$ cat src/rtl/ssb_pkg.sv
package ssb_pkg;

    localparam int ADDR_W = 32;
    localparam int DATA_W = 32;
    localparam int TAG_W  = 4;
    localparam int SEQ_W  = 8;

    typedef logic [ADDR_W-1:0] addr_t;
    typedef logic [DATA_W-1:0] data_t;
    typedef logic [TAG_W-1:0]  tag_t;
    typedef logic [SEQ_W-1:0]  seq_t;

    // payload stored per entry; flags are kept separately as vectors
    typedef struct packed {
        tag_t  tag;
        seq_t  seq;
        addr_t addr;
        data_t data;
    } ssb_slot_t;

    typedef enum logic {
        PICK_OLDEST   = 1'b0,
        PICK_YOUNGEST = 1'b1
    } age_pick_e;

    // a is older than b: modular distance a-b lies in the upper half
    function automatic logic seq_older(input seq_t a, input seq_t b);
        seq_t d;
        d = a - b;
        return d[SEQ_W-1];
    endfunction

endpackage

$ cat src/rtl/ssb_free_pick.sv
module ssb_free_pick #(
    parameter int DEPTH = 8,
    localparam int IDX_W = $clog2(DEPTH)
) (
    input  logic [DEPTH-1:0] busy,
    output logic             found,
    output logic [IDX_W-1:0] idx
);

    // lowest-index free slot
    always_comb begin
        found = 1'b0;
        idx   = '0;
        for (int i = DEPTH - 1; i >= 0; i--) begin
            if (!busy[i]) begin
                found = 1'b1;
                idx   = IDX_W'(i);
            end
        end
    end

endmodule

$ cat src/rtl/ssb_age_pick.sv
module ssb_age_pick
    import ssb_pkg::*;
#(
    parameter int        DEPTH = 8,
    parameter age_pick_e MODE  = PICK_OLDEST,
    localparam int IDX_W = $clog2(DEPTH)
) (
    input  logic [DEPTH-1:0]            cand,
    input  logic [DEPTH-1:0][SEQ_W-1:0] seqs,
    output logic                        found,
    output logic [IDX_W-1:0]            idx
);

    seq_t best;
    logic better;

    always_comb begin
        found  = 1'b0;
        idx    = '0;
        best   = '0;
        better = 1'b0;
        for (int i = 0; i < DEPTH; i++) begin
            if (MODE == PICK_OLDEST) begin
                better = seq_older(seqs[i], best);
            end else begin
                better = seq_older(best, seqs[i]);
            end
            if (cand[i] && (!found || better)) begin
                found = 1'b1;
                idx   = IDX_W'(i);
                best  = seqs[i];
            end
        end
    end

endmodule

$ cat src/rtl/spec_store_buf.sv
module spec_store_buf
    import ssb_pkg::*;
#(
    parameter int DEPTH = 8,
    localparam int IDX_W = $clog2(DEPTH)
) (
    input  logic              clk,
    input  logic              rst,
    input  logic              st_valid,
    input  logic [TAG_W-1:0]  st_tag,
    input  logic [SEQ_W-1:0]  st_seq,
    input  logic [ADDR_W-1:0] st_addr,
    input  logic [DATA_W-1:0] st_data,
    output logic              st_ready,
    input  logic              cm_valid,
    input  logic [TAG_W-1:0]  cm_tag,
    input  logic              ab_valid,
    input  logic [TAG_W-1:0]  ab_tag,
    input  logic              ld_valid,
    input  logic [SEQ_W-1:0]  ld_seq,
    input  logic [ADDR_W-1:0] ld_addr,
    input  logic [DATA_W-1:0] cache_rdata,
    output logic              ld_hit,
    output logic [DATA_W-1:0] ld_data,
    output logic              dr_valid,
    input  logic              dr_ready,
    output logic [ADDR_W-1:0] dr_addr,
    output logic [DATA_W-1:0] dr_data
);

    logic [DEPTH-1:0]            vld_q;
    logic [DEPTH-1:0]            spec_q;
    ssb_slot_t                   slot_q [DEPTH];
    logic [DEPTH-1:0][SEQ_W-1:0] seq_vec;
    logic [DEPTH-1:0]            drain_cand;
    logic [DEPTH-1:0]            fwd_cand;

    logic             free_found, drn_found, fwd_found;
    logic [IDX_W-1:0] free_idx, drn_idx, fwd_idx;
    logic             st_fire, dr_fire;

    always_comb begin
        for (int i = 0; i < DEPTH; i++) begin
            seq_vec[i]    = slot_q[i].seq;
            drain_cand[i] = vld_q[i] && !spec_q[i];
            fwd_cand[i]   = ld_valid && vld_q[i]
                            && (slot_q[i].addr == ld_addr)
                            && seq_older(slot_q[i].seq, ld_seq);
        end
    end

    ssb_free_pick #(.DEPTH(DEPTH)) u_free (
        .busy  (vld_q),
        .found (free_found),
        .idx   (free_idx)
    );

    ssb_age_pick #(.DEPTH(DEPTH), .MODE(PICK_OLDEST)) u_drain_pick (
        .cand  (drain_cand),
        .seqs  (seq_vec),
        .found (drn_found),
        .idx   (drn_idx)
    );

    ssb_age_pick #(.DEPTH(DEPTH), .MODE(PICK_YOUNGEST)) u_fwd_pick (
        .cand  (fwd_cand),
        .seqs  (seq_vec),
        .found (fwd_found),
        .idx   (fwd_idx)
    );

    assign st_ready = free_found;
    assign st_fire  = st_valid && free_found;

    assign dr_valid = drn_found;
    assign dr_addr  = slot_q[drn_idx].addr;
    assign dr_data  = slot_q[drn_idx].data;
    assign dr_fire  = drn_found && dr_ready;

    assign ld_hit  = fwd_found;
    assign ld_data = fwd_found ? slot_q[fwd_idx].data : cache_rdata;

    // flag state
    always_ff @(posedge clk) begin
        if (rst) begin
            vld_q  <= '0;
            spec_q <= '0;
        end else begin
            for (int i = 0; i < DEPTH; i++) begin
                if (vld_q[i] && spec_q[i]) begin
                    if (cm_valid && slot_q[i].tag == cm_tag) spec_q[i] <= 1'b0;
                    if (ab_valid && slot_q[i].tag == ab_tag) vld_q[i]  <= 1'b0;
                end
            end
            if (dr_fire) vld_q[drn_idx] <= 1'b0;
            if (st_fire) begin
                vld_q[free_idx]  <= 1'b1;
                spec_q[free_idx] <= 1'b1;
            end
        end
    end

    // payload needs no reset; it is only read under a valid flag
    always_ff @(posedge clk) begin
        if (st_fire) begin
            slot_q[free_idx] <= '{tag: st_tag, seq: st_seq, addr: st_addr, data: st_data};
        end
    end

endmodule

$ cat config.mk
export PLATFORM = sky130hd
export DESIGN_NAME = spec_store_buf
export DESIGN_NICKNAME = d
export VERILOG_FILES = /design/src/rtl/ssb_pkg.sv /design/src/rtl/ssb_free_pick.sv /design/src/rtl/ssb_age_pick.sv /design/src/rtl/spec_store_buf.sv
export SDC_FILE = /design/constraint.sdc
export NUM_CORES = 2
export LEC_CHECK = 0
export BUFFER_PORTS_ARGS = -buffer_cell sky130_fd_sc_hd__buf_2
export CAP_MARGIN = 20
export CORE_MARGIN = 2
export CORE_UTILIZATION = 50
export DETAILED_ROUTE_END_ITERATION = 6
export PLACE_DENSITY = 0.68
export SYNTH_ARGS = -nofsm -noshare
export SYNTH_HDL_FRONTEND = slang
export SYNTH_HIERARCHICAL = 1
export SYNTH_SLANG_ARGS = --single-unit
$ cat constraint.sdc
create_clock -name clk -period 23.4 [get_ports clk]
set_input_delay 2.34 -clock clk [delete_from_list [all_inputs] [get_ports clk]]
set_output_delay 2.34 -clock clk [all_outputs]
set_load 0.02 [all_outputs]
Word-level counts from Yosys, hierarchy flattened
Memory sizes are Yosys's and may differ from the RTL's. Cells that the tools add are included.

Memories kept: 1. Bits of input ports: 163. RAM bits: 608. Register bits after elaboration: 16. Word-level logic and storage cells: 286.

Reductions and logical operators: 110. $add $sub $neg: 22. Order comparisons: 4. Muxes and demuxes: 119. Equal/unequal tests: 24. Bitwise logic cells: 4.

Memory list: slot_q (words 8, bits a word 76, read ports 10, clocked after memory_dff 0, wr ports 1, line spec_store_buf.sv:33) `ssb_slot_t slot_q [DEPTH];`.

Operator list (count): $eq A32 B32 Y1 (8); $sub A8 B8 Y8 (22); $mux W8 (18); $mux W1 (78); $logic_and A1 B1 Y1 (74); $eq A4 B4 Y1 (16); $mux W3 (16); $mux W32 (1); $logic_not A1 Y1 (22); $or A8 B8 Y8 (2); $logic_or A1 B1 Y1 (14); $and A8 B8 Y8 (1); $lt A3 B4 Y1 const B (2); $mux W2 (4); $not A8 Y8 (1); $demux W1 S3 (2); $ge A3 B1 Y1 const B (2).

Longest topological paths before layout
Word-level depth: 41. Gate-level depth with buffers: 85. Mapped depth without buffers: 77.

Cells and area by module
Netlist, hierarchy kept.

Modules (own cells, without submodules): spec_store_buf (area each 29759.8 sq um, sequential area each 18577.8 sq um, instances 1, cells an instance 1980); ssb_age_pick at u_drain_pick (area each 2748.9 sq um, sequential area each 0.0 sq um, instances 1, cells an instance 394); ssb_age_pick at u_fwd_pick (area each 2710.1 sq um, sequential area each 0.0 sq um, instances 1, cells an instance 402); ssb_free_pick (area each 78.8 sq um, sequential area each 0.0 sq um, instances 1, cells an instance 16).

Worst setup path after synthesis
Ideal clock, no wire load.

Path type: input-to-output. Start point: input ld_seq[4]. End point: output ld_data[10]. Stages on the path: 81. Arrival time: 18.666 ns. Data required time: 21.060 ns. Slack: 2.394 ns. Cell sequence: inv_1 ha_1 a21o_1 a211o_1 a41oi_1 o21ai_0 a21oi_1 clkbuf_1 and2_1 ha_1 a211o_1 a21oi_4 o21ai_1 a211o_1 clkbuf_1 o21ai_0 ha_1 a21oi_1 (+45 left out) a21oi_1 mux2_4 nand2b_1 clkbuf_1 mux2_1 ha_1 a21o_1 a21o_1 a211oi_1 nor2_1 mux2i_1 o2111ai_2 nand2_1 clkbuf_1 buf_4 mux4_2 mux2i_1 a21oi_1.

Cells in the longest elaborated chain, start to end: 33.

Ends and longest elaborated chain: from (decl) (line spec_store_buf.sv:20) `input logic [SEQ_W-1:0] ld_seq,`; $sub A8 B8 Y8 * (line ssb_pkg.sv:29) `d = a - b;`; $logic_and A1 B1 Y1 * (line spec_store_buf.sv:48) `&& seq_older(slot_q[i].seq, ld_seq);`; via fwd_cand[0] (line spec_store_buf.sv:36) `logic [DEPTH-1:0] fwd_cand;`; $mux W8 or $mux W1 (tied branches) (line ssb_age_pick.sv:28) `if (cand[i] && (!found || better)) begin`; $sub A8 B8 Y8 or $logic_not A1 Y1 (tied branches) (line ssb_pkg.sv:29, ssb_age_pick.sv:28); $logic_or A1 B1 Y1 (line ssb_age_pick.sv:28); $logic_and A1 B1 Y1 (line ssb_age_pick.sv:28); $mux W8 or $mux W1 (tied branches) (line ssb_age_pick.sv:28); (+19 left out); $mux W8 or $mux W1 (tied branches) (line ssb_age_pick.sv:28); $sub A8 B8 Y8 or $logic_not A1 Y1 (tied branches) (line ssb_pkg.sv:29, ssb_age_pick.sv:28); $logic_or A1 B1 Y1 (line ssb_age_pick.sv:28); $logic_and A1 B1 Y1 (line ssb_age_pick.sv:28); $mux W3 * (line ssb_age_pick.sv:28); via fwd_idx[0] (line spec_store_buf.sv:39) `logic [IDX_W-1:0] free_idx, drn_idx, fwd_idx;`; $mem_v2 Z8 W76 *; $mux W32 * (line spec_store_buf.sv:81) `assign ld_data = fwd_found ? slot_q[fwd_idx].data : cache_rdata;`; to (decl) (line spec_store_buf.sv:24) `output logic [DATA_W-1:0] ld_data,`.

The timed path passes the listed nets; every way through them passes the cells marked *.

Worst setup path after layout
Start point: input ld_addr[15]. End point: output ld_data[21].

Cells in the longest elaborated chain, start to end: 34.

Ends and longest elaborated chain: from (decl) (line spec_store_buf.sv:21) `input logic [ADDR_W-1:0] ld_addr,`; $eq A32 B32 Y1 * (line spec_store_buf.sv:47) `&& (slot_q[i].addr == ld_addr)`; $logic_and A1 B1 Y1 * (line spec_store_buf.sv:47); $logic_and A1 B1 Y1 * (line spec_store_buf.sv:48); via fwd_cand[0] (line spec_store_buf.sv:36); $mux W8 or $mux W1 (tied branches) (line ssb_age_pick.sv:28); $sub A8 B8 Y8 or $logic_not A1 Y1 (tied branches) (line ssb_pkg.sv:29, ssb_age_pick.sv:28); $logic_or A1 B1 Y1 (line ssb_age_pick.sv:28); $logic_and A1 B1 Y1 (line ssb_age_pick.sv:28); (+20 left out); $mux W8 or $mux W1 (tied branches) (line ssb_age_pick.sv:28); $sub A8 B8 Y8 or $logic_not A1 Y1 (tied branches) (line ssb_pkg.sv:29, ssb_age_pick.sv:28); $logic_or A1 B1 Y1 (line ssb_age_pick.sv:28); $logic_and A1 B1 Y1 (line ssb_age_pick.sv:28); $mux W3 * (line ssb_age_pick.sv:28); via fwd_idx[0] (line spec_store_buf.sv:39); $mem_v2 Z8 W76 *; $mux W32 * (line spec_store_buf.sv:81).

Marks and branches as above.

==> impl_metrics.toml <==
[floorplan]
initial_core_util_pct = 50.5
core_sq_um = 69900
fp.dieH_um = 270
dieArea_sq_um = 72700
fp.dieW_um = 270
row_count = 97
ioPinCount = 262

[layout]
final_cell_mix = "608 x edfxtp_1, 261 x buf_2, 245 x xnor2_1"
final_common_cell = "edfxtp_1"
area_delta_synth_final_pct = 12.6
fin_nets = 3299
fin_area_sq_um = 39800
drive_above_1_share_pct = 20.6
final_util_pct = 56.9

[detailed_routing]
via_count = 26318
route.detailed.drc = 0
drt_iter0_drc = 3133
ant_nets = 0
post_drt_wl_per_cell_um = 29.8
dr.pass1.iters = 5
vias_per_cell = 6.55
wl_um = 120000

[synthesis]
synthesis.instances = 2792
yosys.area.top_type = "edfxtp_1"
synthFlopType = "edfxtp_1"
synth-seq-cells = 624
synth_edf_count = 608
synth_area_leaders = "edfxtp_1 52%, xnor2_1 6.1%, mux4_2 5.2%, ha_1 4.1%, xor2_1 2.1%"
synth_cell_types = 112
yosysWarnings = 6
async_reset_ff_share_pct = 0
netlist_area_sq_um = 35300
yosysSeqAreaShare_pct = 52.6
synth.avg_cell_area_sq_um = 12.6
synth_top_area_share_pct = 51.7
synth_nets = 3071

[power_and_ir_drop]
p_sw_mw = 0.650
p_leak_nw = 13.8
switching_share_pct = 25.4
power_frac_comb_pct = 12.3
p_int_mw = 1.91
power_density_nw_per_um2 = 64.4
finalPower_mw = 2.56
seq_power_share_pct = 49.4
vdd_drop_max_uv = 66.1
p_clk_share_pct = 38.3

[cts]
ctsLongestPathBuffers = 3
cts_root_buffer = "clkbuf_16"
htreeDepth = 2
clk_latency_ns = 0.64
cts_tree = "built"
cts_sinks = 624
clkTransAtPathRegs_ns = 0.06
postCtsHoldBufs = 0
numCtsBuffers = 61

[critical_path]
critical_path.max_fanout = 32
required_ns = 21.06
crit_arrival_ns = 20.05
cp_slowest_cell = "xnor2_1"
path_class = "input pin to output pin"
worst_setup_path_start_kind = "input pin"
critPathCaptureType = "output pin"
ff2ff_path_depth = 71
max_stage_delay_ns = 0.53

[sta]
slew_viol_final = 0
worst_pin_slew_ns = 1.15
finalHoldViolations = 0
fin_ws_ns = 1.01
rsz0062_at_grt = "false"
clock.fmax_mhz = 44.7
fin_worst_skew_ns = 0.0212
period_share_pct = 95.7
finalSetupTns_ns = 0
setup_violations = 0
finalCriticalPeriod_ns = 22.39
maxSlewHeadroom_pct = 23.6

[placement]
placed_area_sq_um = 37600
pre_cts_slack_ns = 0.513
dp.final_hpwl_um = 84300
portBuffers = 261
place_congestion = 0.984

[job]
cap_violations = 0

[global_route]
grt_max_degree = 79
overflow = 0
grt_pass1_vias = 26132
globalRouteTotalUtil_pct = 32.1
grt_pass1_wl_um = 174000
antenna_found_initial = 23

[outcome]
status = "finished, final reports clean"

[min_path]
hp-class = "flop to flop"
hold_depth = 2
## power groups by stage
stage / sequential (mW) / combinational (mW) / clock (mW)
after CTS: 1.27 / 0.309 / 0.987
final: 1.27 / 0.314 / 0.981
after global placement: 1.29 / 0.302 / 0
after detailed placement: 1.29 / 0.308 / 0
after global routing: 1.27 / 0.332 / 1.03
after floorplan: 1.29 / 0.186 / 0
## layer usage
layer	GRT usage (%)	share of wire, %	up-vias
li1	-	-	11335
met1	40.8	38	13157
met2	52.9	48	1472
met3	6.53	9.5	328
met4	14.9	5.2	26
met5	0	0.14	-
## per-stage QoR
| step | hold WS [ns] | std cells |
|---|---|---|
| 6_report | 0.494 | 4018 |
| 5_1_grt | 0.525 | 4016 |
| 4_1_cts | 0.500 | 4005 |
| 3_5_place_dp | 0.490 | 3890 |
| 3_3_place_gp | 0.483 | 3890 |
| 2_1_floorplan | 0.456 | 2792 |
## synth_stat cells, drive strengths merged, types with 12 or more instances
cell	instances
mux2	86
a21oi	120
clkbuf	95
o221ai	32
a21o	26
xor2	87
nor2b	29
and3	16
buf	61
edfxtp	608
or3	18
xnor2	246
mux4	81
a22o	22
a211oi	19
a22oi	95
and2	30
nand4	69
dfxtp	16
nor4	25
nor3	34
mux2i	59
a221oi	49
a211o	18
o21ai	113
inv	110
nand3	67
nand2	140
ha	116
nor2	125
a31oi	12
## worst paths after layout
kind               startpoint           to  slack (ns)
hold reg to reg     spec_q[3]    spec_q[3]        0.49
hold / removal      spec_q[3]    spec_q[3]        0.49
setup / recovery  ld_addr[15]  ld_data[21]        1.01
setup reg to reg     vld_q[0]     vld_q[3]        4.59
## kinds of logic after synthesis
logic type               share of synthesized area, %
XOR/XNOR                                         8.37
AO/OA/AOI/OAI                                    13.0
adder cells (fa/ha/maj)                          4.26
AND/OR/NAND/NOR                                  8.84
flip-flops                                       52.6
multiplexers                                     9.62
buffers and inverters                            3.30
## critical path, delay by kind of cell
kind	cells	cell delay, ns
compound gates	40	8.03
simple gates	16	3.00
mux	6	2.34
fa+ha+maj	7	2.10
xor+xnor	4	1.13
buf+inv	5	1.07
## state kept, by name (all words and copies together) (netlist names)
name / flops
vld_q: 8
slot_q: 608
spec_q: 8
## what timing repair did
action / in CTS / in global routing
setup endpoints to repair: 0 / 63
gates resized for setup: 0 / 22
setup buffers: 0 / 5
hold endpoints to repair: 0 / 0
## area by class of cell
class | instances | area [sq um]
clock inverters | 39 | 368
diodes | 6 | 15.0
well taps | 940 | 1180
flip-flops and latches | 624 | 18600
clock buffers | 76 | 1610
multi-input cells | 1903 | 15700
fillers | 5771 | 30200
repair buffers | 320 | 1820
inverters | 110 | 432
No activity file was read; power rests on OpenSTA's default activity.
